File: config.mk
export PLATFORM = sky130hd
export DESIGN_NAME = lvt_ctrl
export DESIGN_NICKNAME = d
export VERILOG_FILES = /design/src/rtl/lvt_pkg.sv /design/src/rtl/lvt_entry.sv /design/src/rtl/lvt_arbiter.sv /design/src/rtl/lvt_regif.sv /design/src/rtl/lvt_ctrl.sv
export SDC_FILE = /design/constraint.sdc
export NUM_CORES = 1
export LEC_CHECK = 0
export CORE_ASPECT_RATIO = 0.5
export CORE_MARGIN = 2
export CORE_UTILIZATION = 45
export DETAILED_ROUTE_END_ITERATION = 8
export GPL_TIMING_DRIVEN = 0
export PLACE_DENSITY = 0.78
export SETUP_SLACK_MARGIN = 0.2
export SLEW_MARGIN = 20
export SYNTH_ARGS = -nofsm -noshare
export SYNTH_HDL_FRONTEND = slang
export SYNTH_HIERARCHICAL = 1
export SYNTH_SLANG_ARGS = --single-unit
File: constraint.sdc
create_clock -name clk -period 3.1 [get_ports clk]
set_input_delay 0.93 -clock clk [delete_from_list [all_inputs] [get_ports clk]]
set_output_delay 0.93 -clock clk [all_outputs]
set_load 0.02 [all_outputs]
File: src/rtl/lvt_pkg.sv
package lvt_pkg;

  localparam int NUM_SRC    = 6;
  localparam int IRQ_TIMER  = 0;
  localparam int IRQ_THERM  = 1;
  localparam int IRQ_PERF   = 2;
  localparam int IRQ_PIN0   = 3;
  localparam int IRQ_PIN1   = 4;
  localparam int IRQ_ERR    = 5;
  localparam int STRIDE     = 16;
  localparam int VER_OFFSET = 128;

  localparam int B_MODE_LO = 8;
  localparam int B_MODE_HI = 10;
  localparam int B_STATUS  = 12;
  localparam int B_POL     = 13;
  localparam int B_REMOTE  = 14;
  localparam int B_TRIG    = 15;
  localparam int B_MASK    = 16;

  typedef struct packed {
    logic       mask;
    logic       level;
    logic       act_low;
    logic [2:0] mode;
    logic [7:0] vector;
  } lvt_cfg_t;

  function automatic lvt_cfg_t cfg_from_word(input logic [31:0] w);
    lvt_cfg_t c;
    c.mask    = w[B_MASK];
    c.level   = w[B_TRIG];
    c.act_low = w[B_POL];
    c.mode    = w[B_MODE_HI:B_MODE_LO];
    c.vector  = w[7:0];
    return c;
  endfunction

  function automatic logic [31:0] word_of(input lvt_cfg_t c, input logic pend,
                                          input logic rem);
    logic [31:0] w;
    w = '0;
    w[7:0]                 = c.vector;
    w[B_MODE_HI:B_MODE_LO] = c.mode;
    w[B_STATUS]            = pend;
    w[B_POL]               = c.act_low;
    w[B_REMOTE]            = rem;
    w[B_TRIG]              = c.level;
    w[B_MASK]              = c.mask;
    return w;
  endfunction

  function automatic logic pol_adjust(input logic raw, input logic act_low);
    return raw ^ act_low;
  endfunction

  function automatic bit entry_present(input int irq, input int max_idx);
    if (irq == IRQ_PERF)  return max_idx >= 4;
    if (irq == IRQ_THERM) return max_idx >= 5;
    return 1'b1;
  endfunction

  function automatic logic [31:0] version_word(input int max_idx, input logic [7:0] id);
    logic [31:0] w;
    w = '0;
    w[23:16] = 8'(max_idx);
    w[7:0]   = id;
    return w;
  endfunction

endpackage

File: src/rtl/lvt_entry.sv
module lvt_entry
  import lvt_pkg::*;
#(
  parameter int IRQ        = 0,
  parameter int MAX_LVT    = 5,
  parameter bit RST_MASKED = 1'b0
) (
  input  logic        clk,
  input  logic        rst_n,
  input  logic        wr_en,
  input  logic [31:0] wdata,
  input  logic        src_raw,
  input  logic        accept,
  input  logic        eoi_valid,
  input  logic [7:0]  eoi_vector,
  output logic        pending,
  output logic [7:0]  vector,
  output logic [2:0]  mode,
  output logic [31:0] rd_word
);

  localparam bit PRESENT = entry_present(IRQ, MAX_LVT);

  generate
    if (PRESENT) begin : g_live
      lvt_cfg_t cfg_q;
      logic     pend_q;
      logic     rem_q;
      logic     act_q;
      logic     active;
      logic     edge_evt;
      logic     trig_fire;
      logic     eoi_hit;

      assign active    = pol_adjust(src_raw, cfg_q.act_low);
      assign edge_evt  = active & ~act_q;
      assign trig_fire = ~cfg_q.mask & ~pend_q &
                         (cfg_q.level ? (active & ~rem_q) : edge_evt);
      assign eoi_hit   = eoi_valid && (eoi_vector == cfg_q.vector);

      always_ff @(posedge clk) begin
        if (!rst_n) begin
          cfg_q      <= '0;
          cfg_q.mask <= RST_MASKED;
          pend_q     <= 1'b0;
          rem_q      <= 1'b0;
          act_q      <= 1'b0;
        end else begin
          act_q <= active;
          if (wr_en) cfg_q <= cfg_from_word(wdata);
          if (trig_fire)   pend_q <= 1'b1;
          else if (accept) pend_q <= 1'b0;
          if (accept && cfg_q.level) rem_q <= 1'b1;
          else if (eoi_hit)          rem_q <= 1'b0;
        end
      end

      assign pending = pend_q;
      assign vector  = cfg_q.vector;
      assign mode    = cfg_q.mode;
      assign rd_word = word_of(cfg_q, pend_q, rem_q);


      masked_no_raise_chk: assert property (@(posedge clk) disable iff (!rst_n)
        $rose(pend_q) |-> !$past(cfg_q.mask));

      status_hold_chk: assert property (@(posedge clk) disable iff (!rst_n)
        (pend_q && !accept) |=> pend_q);

      remote_block_chk: assert property (@(posedge clk) disable iff (!rst_n)
        (rem_q && cfg_q.level && !eoi_hit) |=> !$rose(pend_q));

      remote_by_accept_chk: assert property (@(posedge clk) disable iff (!rst_n)
        $rose(rem_q) |-> $past(accept));

      edge_needs_change_chk: assert property (@(posedge clk) disable iff (!rst_n)
        ($rose(pend_q) && !$past(cfg_q.level)) |-> !$past(act_q));
    end else begin : g_absent
      logic unused_in;
      assign unused_in = ^{clk, rst_n, wr_en, wdata, src_raw, accept, eoi_valid, eoi_vector};
      assign pending   = 1'b0;
      assign vector    = '0;
      assign mode      = '0;
      assign rd_word   = '0;
    end
  endgenerate

endmodule

File: src/rtl/lvt_arbiter.sv
module lvt_arbiter #(
  parameter int N = 6
) (
  input  logic         clk,
  input  logic         rst_n,
  input  logic [N-1:0] pend,
  output logic [N-1:0] grant,
  output logic         any
);

  always_comb begin
    grant = '0;
    for (int i = N - 1; i >= 0; i--) begin
      if (pend[i]) begin
        grant    = '0;
        grant[i] = 1'b1;
      end
    end
  end

  assign any = |grant;


  grant_onehot_chk: assert property (@(posedge clk) disable iff (!rst_n)
    $onehot0(grant));

  grant_to_pending_chk: assert property (@(posedge clk) disable iff (!rst_n)
    (grant & ~pend) == '0);

  grant_when_pending_chk: assert property (@(posedge clk) disable iff (!rst_n)
    (pend != '0) |-> any);

endmodule

File: src/rtl/lvt_regif.sv
module lvt_regif
  import lvt_pkg::*;
#(
  parameter int         N       = 6,
  parameter int         ADDR_W  = 8,
  parameter int         MAX_LVT = 5,
  parameter logic [7:0] VER_ID  = 8'h14
) (
  input  logic [ADDR_W-1:0] bus_addr,
  input  logic              bus_wr,
  input  logic [31:0]       words [N],
  output logic [N-1:0]      wr_sel,
  output logic [31:0]       bus_rdata
);

  localparam logic [ADDR_W-1:0] VER_A = ADDR_W'(VER_OFFSET);

  always_comb begin
    wr_sel    = '0;
    bus_rdata = '0;
    if (bus_addr == VER_A) bus_rdata = version_word(MAX_LVT, VER_ID);
    for (int i = 0; i < N; i++) begin
      if (bus_addr == ADDR_W'(i * STRIDE)) begin
        wr_sel[i] = bus_wr;
        bus_rdata = words[i];
      end
    end
  end

endmodule

File: src/rtl/lvt_ctrl.sv
module lvt_ctrl
  import lvt_pkg::*;
#(
  parameter int         ADDR_W  = 8,
  parameter int         MAX_LVT = 5,
  parameter logic [7:0] VER_ID  = 8'h14
) (
  input  logic              clk,
  input  logic              rst_n,
  input  logic [ADDR_W-1:0] bus_addr,
  input  logic              bus_wr,
  input  logic [31:0]       bus_wdata,
  output logic [31:0]       bus_rdata,
  input  logic [NUM_SRC-1:0] src_in,
  output logic              req_valid,
  output logic [7:0]        req_vector,
  output logic [2:0]        req_mode,
  input  logic              req_ack,
  input  logic              eoi_valid,
  input  logic [7:0]        eoi_vector
);

  logic [NUM_SRC-1:0] wr_sel;
  logic [NUM_SRC-1:0] pend;
  logic [NUM_SRC-1:0] grant;
  logic [NUM_SRC-1:0] accept;
  logic [7:0]         vec_of  [NUM_SRC];
  logic [2:0]         mode_of [NUM_SRC];
  logic [31:0]        words   [NUM_SRC];
  logic               any_pend;

  lvt_regif #(.N(NUM_SRC), .ADDR_W(ADDR_W), .MAX_LVT(MAX_LVT), .VER_ID(VER_ID)) regif_i (
    .bus_addr (bus_addr),
    .bus_wr   (bus_wr),
    .words    (words),
    .wr_sel   (wr_sel),
    .bus_rdata(bus_rdata)
  );

  generate
    for (genvar g = 0; g < NUM_SRC; g++) begin : g_ent
      localparam bit RMASK = (g == IRQ_TIMER) || (g == IRQ_ERR);
      assign accept[g] = req_ack & grant[g];
      lvt_entry #(.IRQ(g), .MAX_LVT(MAX_LVT), .RST_MASKED(RMASK)) ent_i (
        .clk       (clk),
        .rst_n     (rst_n),
        .wr_en     (wr_sel[g]),
        .wdata     (bus_wdata),
        .src_raw   (src_in[g]),
        .accept    (accept[g]),
        .eoi_valid (eoi_valid),
        .eoi_vector(eoi_vector),
        .pending   (pend[g]),
        .vector    (vec_of[g]),
        .mode      (mode_of[g]),
        .rd_word   (words[g])
      );
    end
  endgenerate

  lvt_arbiter #(.N(NUM_SRC)) arb_i (
    .clk  (clk),
    .rst_n(rst_n),
    .pend (pend),
    .grant(grant),
    .any  (any_pend)
  );

  always_comb begin
    req_vector = '0;
    req_mode   = '0;
    for (int i = 0; i < NUM_SRC; i++) begin
      if (grant[i]) begin
        req_vector = vec_of[i];
        req_mode   = mode_of[i];
      end
    end
  end

  assign req_valid = any_pend;


  req_persist_chk: assert property (@(posedge clk) disable iff (!rst_n)
    (req_valid && !req_ack) |=> req_valid);

  idle_after_reset_chk: assert property (@(posedge clk)
    !rst_n |=> !req_valid);

endmodule

---- Yosys cells after proc, flatten, opt, wreduce, memory -nomap -nowiden ----
Index checks and enable logic that the tools add are counted.
storage, ports and cells
  output and inout bits ................... 44
  register bits after elaboration ......... 102
  word-level logic and storage cells ...... 207
  input bits .............................. 59
cells by class
  reductions and logical operators ........ 26
  bitwise gates (word level) .............. 60
  equal/unequal tests ..................... 12
  muxes and demuxes ....................... 61
operators with widths
  operator            number
  $mux 19             7
  $eq 8x8->1          6
  $mux 8              6
  $mux 1              36
  $mux 6              6
  $and 1x1->1         30
  $not 1->1           24
  $reduce_bool 2->1   12
  $mux 3              6
  $eq 8x6->1 const B  2
  $eq 8x7->1 const B  2
  $logic_and 1x1->1   12
  $eq 8x5->1 const B  1
  $eq 8x8->1 const B  1
  $logic_not 8->1     1
  $reduce_or 6->1     1
  $xor 1x1->1         6

---- Longest topological paths before layout ----
Gate-level depths: netlist (run 1).
  depth after elaboration ................. 12
  depth in mapped cells ................... 9
  gate-level depth less buffers ........... 6

---- By module ----
The synthesis (run 1) kept the hierarchy.
modules (own cells, without submodules)
  module                          sequential area each (um^2)  cells an instance  times used  area each (um^2)
  lvt_entry (g_ent[1].ent_i ...)  340.3                        98                 4           959.7
  lvt_entry (g_ent[0].ent_i ...)  340.3                        98                 2           967.2
  lvt_regif                       0.0                          234                1           1677.9
  lvt_ctrl                        0.0                          78                 1           628.1
  lvt_arbiter                     0.0                          9                  1           65.1

---- Worst setup path before layout (run 1) ----
Ideal clock, no wire load.
  path kind ............................... input-to-output
  from .................................... input port bus_addr[1]
  to ...................................... output port bus_rdata[8]
  stages on the path ...................... 5
  path buffers ............................ 1
  path slack .............................. -423 ps
  data arrival time ....................... 2593 ps
  cells stage by stage .................... or4_1 buf_2 nor4b_4 a2bb2oi_1 o21ai_0
between the ends
  cells in the longest elaborated chain, start to end .. 7
  elaborated cells between the ends (all ways) .. 12
  those cells by class .................... eq/ne: 5; mux: 6; reduce/logical: 1
RTL lines
  what                   RTL line         source
  start: declaration     lvt_ctrl.sv:10   input logic [ADDR_W-1:0] bus_addr,
  $logic_not 8->1        lvt_regif.sv:23  if (bus_addr == ADDR_W'(i * STRIDE)) begin
  $mux 19 (5 in series)  lvt_regif.sv:23
  $mux 19 *              lvt_regif.sv:23
  end: declaration       lvt_ctrl.sv:13   output logic [31:0] bus_rdata,
Mark *: on every way between the ends. The rest lies on a longest branch, timed or not.

---- Final worst setup path (run 1) ----
  from .................................... input port bus_addr[2]
  to ...................................... output port bus_rdata[8]
The elaborated chain is that of the path after synthesis.

==> results of run 1 <==
==> cell type report <==
type,count,area [um2],share of cell area (%)
Tap cell,234,293,2.42
Clock buffer,11,243,2.01
Timing Repair Buffer,147,1590,13.1
Clock inverter,5,58.8,0.486
Multi-Input combinational cell,656,5890,48.8
Inverter,8,33.8,0.279
Buffer,233,1930,16.0
Sequential cell,102,2050,17.0
==> kinds of logic (layout without fill, tap and decap cells) <==
group	Yosys count	after routing	share of synthesized area, %
AOI/OAI and AO/OA	187	187	17.5
xor gates and xnor gates	54	54	5.81
buffers and inverters	241	404	20.3
DFF	102	102	25.1
muxes	120	120	15.7
other	6	96	0.277
and+or+nand+nor	199	199	15.4
==> cell usage in the layout (no fill, tap or decap), drive strengths merged, types with 6 or more instances in the layout <==
cell	synthesis	routed
nor4	11	11
xor2	50	50
conb	6	96
and2	15	15
o22ai	11	11
clkbuf	28	39
a31oi	10	10
dfxtp	102	102
nand2	6	6
a21oi	33	33
nor3b	8	8
nor2b	113	113
mux2	29	29
nor2	8	8
nor3	17	17
inv	7	7
clkdlybuf4s50	0	31
buf	205	317
mux2i	88	88
o221ai	11	11
o21ai	11	11
a22oi	24	24
a221oi	47	47
o31ai	24	24
==> per-stage QoR <==
step           instances  instance area (um2)
2_1_floorplan        999                 9100
3_3_place_gp        1316                10200
3_5_place_dp        1316                10200
4_1_cts             1382                11800
5_1_grt             1396                12100
6_report            1396                12100
==> metal layers <==
metal	global-route usage [%]	up-vias	share of wire, %
li1	-	3506	-
met1	38.4	3770	41
met2	49.2	428	45
met3	6.65	98	9.5
met4	12.6	0	3.6
met5	0	-	0
==> power by group <==
| group | total, uW | internal [uW] | switching, uW |
|---|---|---|---|
| Sequential | 1330 | 1320 | 11.0 |
| Clock | 1180 | 649 | 529 |
| Combinational | 829 | 403 | 426 |
==> worst max-delay path, delay by kind of cell <==
family	cells	cell delay (ps)
AO/OA/AOI/OAI	2	260
buffers and inverters	4	600
AND/OR/NAND/NOR	2	820
==> flip-flops by register name, indices dropped and copies added (netlist names) <==
name,count
g_ent.ent_i/vector,48
g_ent.ent_i/pending,6
g_ent.ent_i/g_live.act_q,6
g_ent.ent_i/rd_word,18
g_ent.ent_i/mode,18
g_ent.ent_i/g_live.rem_q,6
==> worst max path at each step <==
| stage | startpoint | end | cells past startpoint |
|---|---|---|---|
| finish | bus_addr[2] | bus_rdata[8] | 8 |
| global route | bus_addr[2] | bus_rdata[13] | 8 |
| CTS | bus_addr[2] | bus_rdata[10] | 8 |
| detailed placement | bus_addr[4] | bus_rdata[13] | 7 |
| global placement | bus_addr[2] | bus_rdata[13] | 8 |
| floorplan | bus_addr[1] | bus_rdata[12] | 6 |
==> timing repair <==
item | in CTS | in global routing
setup buffers | 42 | 12
gates resized for setup | 450 | 38
pin swaps | 48 | 24
cloned | 8 | 2
setup endpoints to repair | 125 | 84
==> flow_summary_export.csv, run 1 <==
group,metric,value,unit
grt,grt_pass1_vias,7706,
clock_network,tritoncts,"done",
floorplan,dieArea,19300,um2
critical_path,ff2ff_path_depth,8,
synth,synth_edf_count,0,
layout,area_growth,48.4,%
synth,avgSynthCellArea,8.96,um2
synth,synthCells,909,
layout,postLayoutCoreUtil,69.0,%
synth,synth-seq-area-share,25.1,%
timing,worst_slew_pin_slew,887,ps
synth,synth_top_cells_by_area,"dfxtp_1 25%, buf_4 17%, mux2i_1 11%, nor2b_1 8.6%, xor2_1 5.4%",
timing,timing.final.crit_period,3550,ps
route,wl,30.3,mm
critical_path,timing.rr.start,"g_ent[2].ent_i/pending",
critical_path,slowest_delay,530,ps
critical_path,cp_cell_sequence,"buf_8 > or4_4 > buf_8 > nor4b_4 > buf_6 > a2bb2oi_2 > o21ai_2 > buf_6",
layout,drive_above_1_share,46.2,%
synth,synthesis.area,8140,um2
floorplan,rows,34,
clock_network,cts_hold_buf,0,
clock_network,clock-sinks,102,
synth,synth-seq-cells,102,
route,detail-route-antenna-nets,0,
run_status,failed_checks,"setup timing",
timing,fmax,281,MHz
timing,setup_viol,43,
floorplan,die_w,194,um
placed_design,gp_congestion,0.942,
layout,layout.nets,1216,
critical_path,critical_path_peak_fanout,6,
route,drt_iter0_drc,722,
timing,tns,-10720,ps
timing,slew_headroom,40.9,%
timing,rsz0062_at_grt,"true",
clock_network,clk_latency,350,ps
timing,hold_ws,552,ps
synth,yosysMostFrequentCell,"buf_4",
grt,grt_antenna_before_repair,0,
critical_path,critical_path_arrival,2620,ps
hold_path,hold_class,"flop to flop",
route,wl_per_cell,21.7,um
run_status,status,"finished, violations left",
synth,ys.flop_type,"dfxtp_1",
synth,synth_top_area_share,25.1,%
floorplan,core,17500,um2
synth,synth.distinct_cells,51,
critical_path,cpMaxStageDelayCell,"or4_4",
floorplan,fp.dieH,99.1,um
clock_network,htree_levels,3,
floorplan,num_io_pins,103,
placed_design,pre_cts_ws,-1820,ps
floorplan,start_util,46.5,%
layout,n_fill_cell,1216,
clock_network,numCtsBuffers,9,
grt,grt_max_degree,49,
route,num_vias,7802,
clock_network,clkTransAtPathRegs,70,ps
synth,yosys_warnings,6,
hold_path,worstHoldStart,"g_ent[1].ent_i/mode[1]",
critical_path,start_kind,"primary input",
route,drtPass1Iterations,5,
grt,track_usage,29.9,%
route,via_per_inst,5.59,
hold_path,min_path_cells,2,
timing,fin_crit_sh,115,%
hold_path,min_to,"g_ent[1].ent_i/mode[1]",
placed_design,port-buffer-count,83,
layout,n_antenna_cell,0,
grt,overflow,0,
route,route.detailed.drc,0,
critical_path,path_class,"primary input to output pin",
synth,yosysTopAreaCell,"dfxtp_1",
timing,setup_slack,-454,ps
critical_path,cp-end-kind,"output pin",
power_and_ir_drop,power,3340,uW
flow_run,maxCapViolCount,0,
synth,ys_async_sr_fraction,0,%
power_and_ir_drop,ir_worst_vdd,0.258,mV
critical_path,rrSetupSlack,870,ps
critical_path,required,2170,ps
timing,hold_viol,0,
critical_path,rr_endpoint,"g_ent[5].ent_i/g_live.rem_q",
clock_network,clock_path_buffers,2,
placed_design,hpwl,19.0,mm
clock_network,root_buffer,"clkbuf_16",
power_and_ir_drop,leakage,0.00497,uW
timing,slew_violations,0,
synth,synthTopCellsByCount,"182 x buf_4, 112 x nor2b_1, 102 x dfxtp_1",
timing,fin_skew,3.96,ps
grt,grt_pass1_wl,44.0,mm
power_and_ir_drop,p_per_area,276,nW/um2
Power figures use the tool's default switching activity.
==> run 2, diff against run 1 <==
ABC_AREA = 0   (was unset)
==> results of run 2 <==
No change in the layout: final DEF, timing and power equal those of run 1.
